`src/rtl/byte_datapath.sv`:
```
module byte_datapath #(
  parameter int W = 8,
  parameter int NREG = 4,
  parameter logic [7:0] SP_INIT = 8'hBF
) (
  input  logic              clk,
  input  logic              rst_n,
  input  logic [3:0]        op,
  input  logic [$clog2(NREG)-1:0] dst,
  input  logic [$clog2(NREG)-1:0] src,
  input  logic [W-1:0]      imm,
  output logic              ready,
  output logic [W-1:0]      bus_addr,
  output logic [W-1:0]      bus_dout,
  input  logic [W-1:0]      bus_din,
  output logic              ctl_mem,
  output logic              ctl_wr,
  output logic [NREG*W-1:0] regs_out,
  output logic [3:0]        flags_out,
  output logic [W-1:0]      sp_out,
  output logic              stack_fault
);
  localparam int SW = $clog2(NREG);
  localparam logic [3:0] OP_MOVR = 4'd1, OP_MOVI = 4'd2, OP_ADD = 4'd3, OP_SUB = 4'd4,
                         OP_PUSH = 4'd5, OP_POP = 4'd6, OP_SETI = 4'd7, OP_CLRI = 4'd8;
  localparam logic [W-1:0] ONE = W'(1);
  localparam logic [W-1:0] ZERO = '0;
  localparam logic [W-1:0] SP_TOP = W'(SP_INIT);

  logic [W-1:0] rf [NREG];
  logic [W-1:0] sp;
  logic fz, fs, fo, fi;
  logic pend;
  logic [SW-1:0] pend_dst;
  logic fault_q;

  logic [W-1:0] a, b, bx, result, ibus;
  logic [W:0] full;
  logic ovf, is_sub, is_arith, go, wr_en;
  logic push_ok, push_bad, pop_ok, pop_bad;
  logic [SW-1:0] wr_idx;

  assign ready = !pend;
  assign go = !pend;
  assign a = rf[dst];
  assign b = rf[src];
  assign is_sub = (op == OP_SUB);
  assign is_arith = go && (op == OP_ADD || is_sub);
  assign bx = is_sub ? ~b : b;
  assign full = {1'b0, a} + {1'b0, bx} + {{W{1'b0}}, is_sub};
  assign result = full[W-1:0];
  assign ovf = (a[W-1] == bx[W-1]) && (result[W-1] != a[W-1]);

  assign push_ok  = go && op == OP_PUSH && sp != ZERO;
  assign push_bad = go && op == OP_PUSH && sp == ZERO;
  assign pop_ok   = go && op == OP_POP && sp != SP_TOP;
  assign pop_bad  = go && op == OP_POP && sp == SP_TOP;

  assign ctl_mem  = push_ok || pop_ok;
  assign ctl_wr   = push_ok;
  assign bus_addr = pop_ok ? sp + ONE : sp;
  assign bus_dout = b;

  always_comb begin
    ibus = '0;
    wr_en = 1'b0;
    wr_idx = dst;
    if (pend) begin
      ibus = bus_din;
      wr_en = 1'b1;
      wr_idx = pend_dst;
    end else begin
      case (op)
        OP_MOVR: begin ibus = b; wr_en = 1'b1; end
        OP_MOVI: begin ibus = imm; wr_en = 1'b1; end
        OP_ADD, OP_SUB: begin ibus = result; wr_en = 1'b1; end
        default: ;
      endcase
    end
  end

  always_ff @(posedge clk) begin
    if (!rst_n) begin
      for (int i = 0; i < NREG; i++) rf[i] <= '0;
    end else if (wr_en) begin
      rf[wr_idx] <= ibus;
    end
  end

  always_ff @(posedge clk) begin
    if (!rst_n) begin
      sp <= SP_TOP;
      {fz, fs, fo, fi} <= '0;
      pend <= 1'b0;
      pend_dst <= '0;
      fault_q <= 1'b0;
    end else begin
      pend <= pop_ok;
      if (pop_ok) pend_dst <= dst;
      fault_q <= push_bad || pop_bad;
      if (push_ok) sp <= sp - ONE;
      else if (pop_ok) sp <= sp + ONE;
      if (is_arith) begin
        fz <= (result == ZERO);
        fs <= result[W-1];
        fo <= ovf;
      end
      if (go && op == OP_SETI) fi <= 1'b1;
      else if (go && op == OP_CLRI) fi <= 1'b0;
    end
  end

  for (genvar g = 0; g < NREG; g++) begin : g_view
    assign regs_out[g*W +: W] = rf[g];
  end

  assign flags_out = {fi, fo, fs, fz};
  assign sp_out = sp;
  assign stack_fault = fault_q;
endmodule

```
`config.mk`:
```
export PLATFORM = sky130hd
export DESIGN_NAME = byte_datapath
export DESIGN_NICKNAME = d
export VERILOG_FILES = /design/src/rtl/byte_datapath.sv
export SDC_FILE = /design/constraint.sdc
export NUM_CORES = 1
export LEC_CHECK = 0
export BUFFER_PORTS_ARGS = -buffer_cell sky130_fd_sc_hd__buf_2
export CORE_MARGIN = 10
export CORE_UTILIZATION = 58
export DETAILED_ROUTE_END_ITERATION = 12
export PLACE_DENSITY = 0.95
export SLEW_MARGIN = 5
export SYNTH_ARGS = -nofsm -noshare
export SYNTH_HDL_FRONTEND = slang
export SYNTH_SLANG_ARGS = --single-unit
```
`constraint.sdc`:
```
create_clock -name clk -period 6.42 [get_ports clk]
set_clock_uncertainty 0.15 [all_clocks]
set_input_delay 0.642 -clock clk [delete_from_list [all_inputs] [get_ports clk]]
set_output_delay 0.642 -clock clk [all_outputs]
set_load 0.01 [all_outputs]
```
Word-level counts from Yosys, hierarchy flattened
Memory sizes are Yosys's and may differ from the RTL's.
Index checks and enable logic that the tools add are counted.
{"block": "word_totals", "latchBits": 0, "rom_bits": 0, "ramBits": 32, "mem_count": 1, "word_cells": 64, "ff_bits": 16, "output_inout_bits": 64}
{"name": "rf", "depth": 4, "word_bits": 8, "rd": 6, "rd_clocked_by_memory_dff": 0, "wr": 4, "line_no": "30", "rtl": "logic [W-1:0] rf [NREG];"}
{"block": "op_classes", "n_reduce_logical": 21, "shift": 0, "order_cmp": 0, "muxes": 17, "div": 0, "n_addsub": 4, "mul": 0, "n_eq_ne": 12, "bitwise": 1}
{"operator": "8-bit 2-to-1 mux", "n": 5}
{"operator": "8-bit case mux with 3 select lines", "n": 1}
{"operator": "4-bit by 3-bit == test with 1-bit output (second input constant)", "n": 4}
{"operator": "8-bit zero test", "n": 2}
{"operator": "1-bit logical AND", "n": 10}
{"operator": "1-bit 2-to-1 mux", "n": 9}
{"operator": "8-bit by 1-bit adder with 8-bit output", "n": 1}
{"operator": "8-bit by 1-bit adder with 8-bit output (second input constant)", "n": 1}
{"operator": "8-bit adder", "n": 1}
{"operator": "4-bit by 2-bit == test with 1-bit output (second input constant)", "n": 2}
{"operator": "8-bit == test (second input constant)", "n": 1}
{"operator": "8-bit inequality test (second input constant)", "n": 1}
{"operator": "8-bit inverter", "n": 1}
{"operator": "8-bit nonzero test", "n": 1}
{"operator": "8-bit OR reduction", "n": 1}
{"operator": "8-bit by 1-bit subtractor with 8-bit output (second input constant)", "n": 1}
{"operator": "4-bit by 1-bit == test with 1-bit output (second input constant)", "n": 1}
{"operator": "4-bit == test (second input constant)", "n": 1}
{"operator": "2-bit 2-to-1 mux", "n": 2}
{"operator": "4-bit OR reduction", "n": 1}
{"operator": "1-bit logical OR", "n": 3}
{"operator": "2-bit nonzero test", "n": 1}
{"operator": "2-bit OR reduction", "n": 1}
{"operator": "1-bit == test", "n": 1}
{"operator": "2 further kinds", "n": 2}

Logic depth before layout (Yosys ltp)
Gate-level depths: netlist of run 1.
{"block": "depth", "ltp_word": 9, "depth_mapped": 12, "depth_no_buf": 10}

Least setup slack after synthesis of run 1
Ideal clock, no wire load.
{"block": "synth_path", "path_type": "input -> register", "start": "in dst[0]", "end": "reg fz", "required_time_ns": 6.198, "path_stages": 10, "path_slack_ns": 2.563, "arrival_time_ns": 3.635, "setup_time_ns": 0.072, "cell_sequence": "clkbuf_1 mux4_2 ha_1 clkbuf_1 nor2b_1 o311ai_0 o311ai_0 or4_1 a2111o_1 a21oi_1"}
{"block": "synth_between", "elab_chain_cells": 4}
{"item": "start: declaration", "line_no": "9", "rtl": "input logic [$clog2(NREG)-1:0] dst,"}
{"item": "memory 4 x 8 bit"}
{"item": "8-bit adder", "line_no": "50", "rtl": "assign full = {1'b0, a} + {1'b0, bx} + {{W{1'b0}}, is_sub};"}
{"item": "8-bit by 1-bit adder with 8-bit output", "line_no": "50"}
{"item": "8-bit zero test", "line_no": "104", "rtl": "fz <= (result == ZERO);"}
{"item": "end signal: assignment", "line_no": "104"}
{"item": "end: declaration", "line_no": "32", "rtl": "logic fz, fs, fo, fi;"}
Every way passes these cells.
A chain may end at the register's enable or synchronous reset.

==> impl_metrics.json, run 1 <==
{
  "status": "finished, final reports clean",
  "overflow": 0,
  "port_buffers": 89,
  "ys_warn_count": 0,
  "setup.worst_path.start_class": "primary input",
  "max_slew_margin_pct": 19.52,
  "instances_no_fill": 490,
  "setup_viol": 0,
  "hold_buffers": 0,
  "cts_setup_buffers": 0,
  "fp-row-count": 27,
  "cp-startpoint": "src[0]",
  "first_pass_iters": 5,
  "clkLatencyLatePin_ns": 0.31,
  "max_slew.worst_pin.slew_ns": 1.205,
  "mostFrequentLayoutCell": "buf_2",
  "cts_buffers": 5,
  "drv_cap": 0,
  "max_stage_delay_ns": 0.65,
  "irDropWorstVdd_mv": 0.1965,
  "drive_gt1_share_pct": 28.47,
  "p_seq_share_pct": 44.4,
  "clkTransAtPathRegs_ns": 0.09,
  "grt_setup_unrepaired": "false",
  "rr_startpoint": "rf[1][2]$_SDFFCE_PN0P_",
  "io_pins": 90,
  "synthToLayoutAreaGrowth_pct": 17.17,
  "synth-seq-area-share_pct": 38.07,
  "synth_edf_count": 32,
  "routed_wl_um": 10470,
  "hold_ws_ns": 0.3375,
  "wl_per_cell_um": 21.36,
  "viasPerCell": 6.367,
  "root_buffer": "clkbuf_8",
  "antenna_found_initial": 0,
  "grt_pass1_wl_um": 15930,
  "vias": 3120,
  "cts_resized": 0,
  "postSynthAreaPerCell_um2": 9.870,
  "fin_crit_ns": 3.928,
  "synthTopCellsByArea": "edfxtp_1 29%, dfxtp_1 9.5%, mux4_2 6.7%",
  "cts_tree": "built",
  "fin_tns_setup_ns": 0,
  "initialDrtViolationCount": 304,
  "cts.sinks": 48,
  "grt_pass1_vias": 3070,
  "hold_violations": 0,
  "fillerInstances": 416,
  "coreArea_um2": 5574,
  "die_w_um": 96.18,
  "crit_slowest_cell": "mux4_1",
  "fmax_mhz": 254.6,
  "post-route-period-util_pct": 61.18,
  "gr-usage-all-layers_pct": 22.27,
  "path_max_fanout": 8,
  "clock_power_share_pct": 30.8,
  "combPwrFrac_pct": 24.7,
  "switching_share_pct": 29.39,
  "switchingPower_uw": 233.5,
  "synth_top_area_share_pct": 28.55,
  "synth_nets": 377,
  "dp_hpwl_um": 8125,
  "ys_async_sr_fraction_pct": 0,
  "remaining_drc_errors": 0,
  "critical_path_class": "primary input to flip-flop",
  "start_util_pct": 60.38,
  "critical_path_arrival_ns": 3.80,
  "place_inst": 482,
  "yosys.cell_types.count": 61,
  "min-delay-path-class": "flip-flop to flip-flop",
  "grt_max_degree": 17,
  "nets": 453,
  "path_cells": "buf_2, mux4_1, xor2_1, ha_1, a21oi_1, o21ai_0, a221o_1, or3_4, a31oi_1, nor3b_1",
  "p_int_uw": 561.0,
  "die_height_um": 96.18,
  "ys.flop_type": "edfxtp_1",
  "drtAntennaViolNets": 0,
  "die_area_um2": 9250,
  "antennaDiodeCount": 0,
  "synth_area_leader_cell": "edfxtp_1",
  "syn_area_um2": 3366,
  "powerDensity_nw_per_um2": 201.5,
  "crit_path_end_kind": "flip-flop",
  "ctsHtreeMaxLevel": 2,
  "netlist_instances": 341,
  "power_leakage_nw": 1.652,
  "clockBufferDepth": 2,
  "crit_required_ns": 6.29,
  "finalMaxSlewViolations": 0,
  "gp_congestion": 1.036,
  "min_from": "fs$_SDFFE_PN0P_",
  "synth_seq_cells": 48,
  "layout_common_cells": "89 x buf_2, 44 x nor2_1, 38 x nand2_1"
}
==> critical path, delay by kind of cell <==
kind                       cells  cell delay, ns
adders and majority gates      1            0.39
buffers and inverters          1            0.24
xor gates and xnor gates       1            0.17
and+or+nand+nor                2            0.56
AOI/OAI and AO/OA              4            1.15
muxes                          1            0.65
==> path summary, 6_finish.rpt <==
path	end	slack, ns	cells after the start
worst min register to register	fs$_SDFFE_PN0P_	0.34	2
worst min-delay path	fs$_SDFFE_PN0P_	0.34	2
worst max register to register	rf[2][7]$_SDFFCE_PN0P_	2.68	9
worst max-delay path	rf[2][7]$_SDFFCE_PN0P_	2.49	10
==> registers in the layout (all words and copies together), names as in the netlist <==
signal and cells:
fs 1, sp_out 8, fz 1, fo 1
pend 1, rf 32, fi 1, stack_fault 1
pend_dst 2
==> cell usage after synthesis, drive strengths merged (3+ instances only) <==
| cell type | number |
|---|---|
| nand2b | 3 |
| inv | 10 |
| nor2 | 44 |
| nor3 | 7 |
| o21ai | 18 |
| o2111ai | 3 |
| o21bai | 4 |
| o311ai | 3 |
| dfxtp | 16 |
| mux4 | 16 |
| mux2i | 3 |
| a22oi | 3 |
| ha | 9 |
| nor3b | 12 |
| xnor2 | 8 |
| or4 | 3 |
| clkbuf | 16 |
| xor2 | 17 |
| nor2b | 7 |
| edfxtp | 32 |
| nand3 | 7 |
| a21oi | 13 |
| nand2 | 38 |
| nor4b | 4 |
| buf | 8 |
==> power groups by stage <==
stage | logic, mW | registers (mW) | clock network [mW]
2_1_floorplan | 0.129 | 0.360 | 0
3_3_place_gp | 0.185 | 0.358 | 0
3_5_place_dp | 0.191 | 0.359 | 0
4_1_cts | 0.193 | 0.352 | 0.244
5_1_grt | 0.210 | 0.354 | 0.255
6_report | 0.197 | 0.353 | 0.245
==> final cells by class <==
type / count / area [um^2] / area share, %
multi-input combinational: 258 / 1928 / 48.89
sequential: 48 / 1281 / 32.49
timing repair buffer: 93 / 475.5 / 12.06
clock buffer: 7 / 97.59 / 2.475
tap: 72 / 90.09 / 2.284
inverter: 11 / 41.29 / 1.047
clock inverter: 1 / 30.03 / 0.7614
==> per-layer routing <==
layer / up-vias / global-route usage [%] / share of wire [%]
met4: 0 / 8.845 / 2.8
met5: - / 0 / 0
met3: 32 / 5.914 / 12
met1: 1454 / 27.63 / 37
met2: 221 / 36.10 / 48
li1: 1413 / - / -
==> metrics by stage <==
stage	util, %	worst slack [ns]	instance area (um^2)	total power, mW
detailed placement	68.46	2.220	3816	0.5504
CTS	70.75	2.559	3944	0.7887
global placement	68.46	2.400	3816	0.5431
finish	70.75	2.492	3944	0.7946
floorplan	-	2.563	3366	0.4887
global route	70.75	2.337	3944	0.8190
==> cell families after synthesis <==
logic type	after synthesis	synth area share (%)
xor gates and xnor gates	25	6.506
muxes	20	12.97
buffers and inverters	35	4.832
adders and majority gates	10	3.941
DFF	48	38.07
AOI/OAI and AO/OA	66	13.46
and+or+nand+nor	137	20.22
(Power assumes the default switching activity.)
==> run 2, diff against run 1 <==
- CORE_UTILIZATION: 58 -> 53
- PLACE_DENSITY: 0.95 -> 0.92
- clock period: 6.42 -> 3.9 ns (I/O delays scaled with it)
==> run 2 against run 1 <==
Net effect:
- sequential power is 64% higher
- global-route usage is 1.8 points lower
- critical path type is now flip-flop to flip-flop
- cell area is 1.4% higher
- largest power group unchanged
- non-clock buffer count is 8 higher
- total power is 61% higher
==> impl_metrics.json, run 2 (synthesized netlist as in run 1, its figures left out) <==
{
  "fillerInstances": 454,
  "clockBufferDepth": 2,
  "critical_path_class": "flip-flop to flip-flop",
  "synthToLayoutAreaGrowth_pct": 18.85,
  "dp_hpwl_um": 8108,
  "power_leakage_nw": 1.686,
  "antenna_found_initial": 0,
  "viasPerCell": 6.529,
  "drtAntennaViolNets": 0,
  "grt_setup_unrepaired": "false",
  "crit_required_ns": 3.78,
  "crit_path_end_kind": "flip-flop",
  "cts_tree": "built",
  "post-route-period-util_pct": 94.88,
  "overflow": 0,
  "instances_no_fill": 501,
  "largest_reg_flops": 32,
  "grt_max_degree": 17,
  "antennaDiodeCount": 0,
  "port_buffers": 89,
  "die_w_um": 99.69,
  "fmax_mhz": 270.2,
  "place_inst": 493,
  "r2r_setup_slack_ns": 0.20,
  "wl_per_cell_um": 21.23,
  "layout_common_cells": "89 x buf_2, 44 x nor2_1, 38 x nand2_1",
  "root_buffer": "clkbuf_8",
  "vias": 3271,
  "initialDrtViolationCount": 406,
  "coreArea_um2": 6026,
  "grt_pass1_wl_um": 16440,
  "die_height_um": 99.69,
  "regMostFlops": "rf",
  "gr-usage-all-layers_pct": 20.48,
  "clkLatencyLatePin_ns": 0.31,
  "critical_path_arrival_ns": 3.58,
  "hold_violations": 0,
  "clkTransAtPathRegs_ns": 0.09,
  "hold_buffers": 0,
  "finalMaxSlewViolations": 0,
  "cts.sinks": 48,
  "nets": 461,
  "ctsHtreeMaxLevel": 2,
  "cts_resized": 0,
  "remaining_drc_errors": 0,
  "powerDensity_nw_per_um2": 319.7,
  "drive_gt1_share_pct": 29.81,
  "gp_congestion": 0.9990,
  "start_util_pct": 55.86,
  "irDropWorstVdd_mv": 0.2345,
  "io_pins": 90,
  "fin_tns_setup_ns": 0,
  "min-delay-path-class": "primary input to flip-flop",
  "layout_setup_ws_ns": 0.1996,
  "mostFrequentLayoutCell": "buf_2",
  "max_slew.worst_pin.slew_ns": 0.8212,
  "drv_cap": 0,
  "cts_buffers": 5,
  "preCtsSetupSlack_ns": 0.05961,
  "die_area_um2": 9938,
  "first_pass_iters": 5,
  "path_max_fanout": 4,
  "setup_viol": 0,
  "routed_wl_um": 10640,
  "status": "finished, final reports clean",
  "fin_crit_ns": 3.700,
  "grt_pass1_vias": 3066,
  "cts_setup_buffers": 0,
  "fp-row-count": 28,
  "max_slew_margin_pct": 44.89,
  "setup.worst_path.start_class": "flip-flop"
}
run 2: stage by stage:
step / cell area [um^2] / hold slack (ns) / util (%) / power, mW
global placement: 3892 / 0.3162 / 64.60 / 0.9053
floorplan: 3366 / 0.2999 / - / 0.8044
CTS: 4000 / 0.2273 / 66.38 / 1.267
finish: 4000 / 0.2347 / 66.38 / 1.279
global route: 4000 / 0.2327 / 66.38 / 1.316
detailed placement: 3892 / 0.3251 / 64.60 / 0.9152
run 2: critical path: stages (launching register included):
cell and delay, ns:
edfxtp_1 0.44, mux4_1 0.57, xor2_1 0.21, inv_1 0.08, fa_1 0.43, nor2b_1 0.23
o31a_1 0.18, o311ai_0 0.16, a222oi_1 0.40, a2bb2oi_1 0.45, nor2_1 0.11
run 2: per-layer routing:
metal  wire length (um)  GRT usage [%]  vias to the layer above
met4                287          7.056                        0
met2               5235          34.30                      246
li1                   -              -                     1425
met1               3896          24.02                     1572
met3               1218          6.574                       28
met5                  0              0                        -
run 2: final timing paths:
| kind | from | end | cells past startpoint |
|---|---|---|---|
| worst min-delay path | rst_n | sp_out[1]$_SDFF_PN1_ | 2 |
| worst min register to register | fi$_SDFFE_PN0P_ | fi$_SDFFE_PN0P_ | 2 |
| worst max-delay path | rf[0][1]$_SDFFCE_PN0P_ | rf[0][6]$_SDFFCE_PN0P_ | 10 |
| worst max register to register | rf[0][1]$_SDFFCE_PN0P_ | rf[0][6]$_SDFFCE_PN0P_ | 10 |
run 2: cell type report:
cell class / instances / area, um^2 / share of cell area, %
flip-flops and latches: 48 / 1281 / 32.03
clock buffers: 6 / 72.57 / 1.814
clock inverters: 2 / 35.03 / 0.8758
repair buffers: 101 / 548.0 / 13.70
inverters: 11 / 41.29 / 1.032
well taps: 75 / 93.84 / 2.346
multi-input cells: 258 / 1928 / 48.20
run 2: report_power, final:
group | internal [mW] | switching, mW | leakage [nW] | total, mW
logic | 0.141 | 0.194 | 1.17 | 0.335
clock network | 0.191 | 0.173 | 0.0552 | 0.364
registers | 0.561 | 0.0189 | 0.462 | 0.580
total | 0.893 | 0.386 | 1.69 | 1.28
==> run 3, diff against run 2 <==
- BUFFER_PORTS_ARGS: -buffer_cell sky130_fd_sc_hd__buf_2 -> -buffer_cell sky130_fd_sc_hd__buf_4
==> run 3 against run 2 <==
Net effect:
- worst setup slack better by 0.023 ns
- critical path type unchanged
- largest cell class unchanged
- clock power down 15%
- critical endpoint is now fz$_SDFFE_PN0P_
- final cell count down 0.20%
==> impl_metrics.json, run 3 (synthesized netlist as in run 1, its figures left out) <==
{
  "dp_hpwl_um": 8270,
  "gr-usage-all-layers_pct": 20.35,
  "max_slew_margin_pct": 44.92,
  "drv_cap": 0,
  "gp_congestion": 0.9841,
  "critical_path_class": "flip-flop to flip-flop",
  "fmax_mhz": 271.9,
  "initialDrtViolationCount": 439,
  "root_buffer": "clkbuf_8",
  "min_from": "rst_n",
  "start_util_pct": 55.86,
  "hold_depth": 2,
  "remaining_drc_errors": 0,
  "layout_common_cells": "100 x buf_4, 44 x nor2_1, 38 x nand2_1",
  "nets": 460,
  "crit_path_end_kind": "flip-flop",
  "path_max_fanout": 3,
  "regMostFlops": "rf",
  "die_w_um": 99.69,
  "finalMaxSlewViolations": 0,
  "powerDensity_nw_per_um2": 297.9,
  "die_height_um": 99.69,
  "hold_ws_ns": 0.1877,
  "stdcell_area_um2": 4190,
  "hold_violations": 0,
  "worstReg2RegEnd": "fz$_SDFFE_PN0P_",
  "max_slew.worst_pin.slew_ns": 0.8207,
  "grt_pass1_wl_um": 16290,
  "clkLatencyLatePin_ns": 0.31,
  "min_to": "sp_out[7]$_SDFF_PN1_",
  "ctsHtreeMaxLevel": 2,
  "post-route-period-util_pct": 94.29,
  "mostFrequentLayoutCell": "buf_4",
  "clockBufferDepth": 2,
  "wl_per_cell_um": 20.98,
  "r2r_setup_slack_ns": 0.22,
  "status": "finished, final reports clean",
  "first_pass_iters": 5,
  "routed_wl_um": 10490,
  "drive_gt1_share_pct": 29.88,
  "dpl_cell_area_um2": 4095,
  "irDropWorstVdd_mv": 0.2159,
  "grt_pass1_vias": 3100,
  "rr_startpoint": "rf[2][1]$_SDFFCE_PN0P_",
  "viasPerCell": 6.422,
  "grt_max_degree": 18,
  "coreArea_um2": 6026,
  "cts_buffers": 5,
  "p_total_mw": 1.248,
  "fin_crit_ns": 3.677,
  "port_buffers": 89,
  "clkTransAtPathRegs_ns": 0.10,
  "min-delay-path-class": "primary input to flip-flop",
  "cts_tree": "built",
  "fin_tns_setup_ns": 0,
  "layout_setup_ws_ns": 0.2226,
  "power_leakage_nw": 1.742,
  "preCtsSetupSlack_ns": 0.01070,
  "cts.sinks": 48,
  "worstRegToRegCells": 10,
  "synthToLayoutAreaGrowth_pct": 24.50,
  "setup.worst_path.start_class": "flip-flop",
  "setup_viol": 0,
  "vias": 3211,
  "critical_path_arrival_ns": 3.77,
  "die_area_um2": 9938,
  "crit_required_ns": 3.99,
  "fp-row-count": 28,
  "overflow": 0,
  "grt_setup_unrepaired": "false",
  "hold_buffers": 0,
  "antenna_found_initial": 0,
  "largest_reg_flops": 32,
  "drtAntennaViolNets": 0,
  "antennaDiodeCount": 0,
  "io_pins": 90
}
==> run 3: worst max-delay path, stage by stage, from the launching register on <==
cell      delay (ns)
edfxtp_1        0.45
mux4_1          0.61
xor2_1          0.24
inv_1           0.09
fa_1            0.42
nor2b_1         0.20
o31a_1          0.19
o311ai_1        0.15
or4_1           0.58
a2111o_1        0.40
a21oi_1         0.13
==> run 3: how the worst max path moves through the flow <==
stage,startpoint,endpoint,slack (ns),cells after the start
floorplan,dst[0],fz$_SDFFE_PN0P_,0.29,10
CTS,rf[2][1]$_SDFFCE_PN0P_,fz$_SDFFE_PN0P_,0.21,10
finish,rf[2][1]$_SDFFCE_PN0P_,fz$_SDFFE_PN0P_,0.22,10
global placement,src[0],fz$_SDFFE_PN0P_,0.18,11
global route,rf[0][2]$_SDFFCE_PN0P_,fz$_SDFFE_PN0P_,0.05,9
detailed placement,src[0],fz$_SDFFE_PN0P_,0.01,10
==> run 3: timing repair <==
item / CTS / global route
resized for setup: 0 / 1
endpoints found under the setup margin: 0 / 1
setup buffers: 0 / 0
==> run 3: per-stage QoR <==
| stage | cells | util [%] |
|---|---|---|
| after floorplan | 341 | - |
| after global placement | 492 | 67.96 |
| after detailed placement | 492 | 67.96 |
| after CTS | 500 | 69.54 |
| after global routing | 500 | 69.54 |
| final | 500 | 69.54 |
==> run 3: routing by layer <==
metal,up-vias,GRT usage (%),wire (um)
li1,1429,-,-
met1,1524,25.08,3868
met2,232,34.64,5270
met3,26,3.183,1057
met4,0,7.938,292
met5,-,0,0
==> run 3: layout make-up <==
type | count | area (um^2)
Sequential cell | 48 | 1281
Clock inverter | 3 | 26.28
Fill cell | 449 | 1836
Tap cell | 75 | 93.84
Inverter | 11 | 41.29
Multi-Input combinational cell | 258 | 1928
Timing Repair Buffer | 100 | 750.7
Clock buffer | 5 | 68.82
==> run 3: report_power, final <==
group / internal [mW] / leakage, nW / switching, mW
sequential: 0.561 / 0.462 / 0.0194
clock: 0.132 / 0.0491 / 0.177
combinational: 0.162 / 1.23 / 0.197
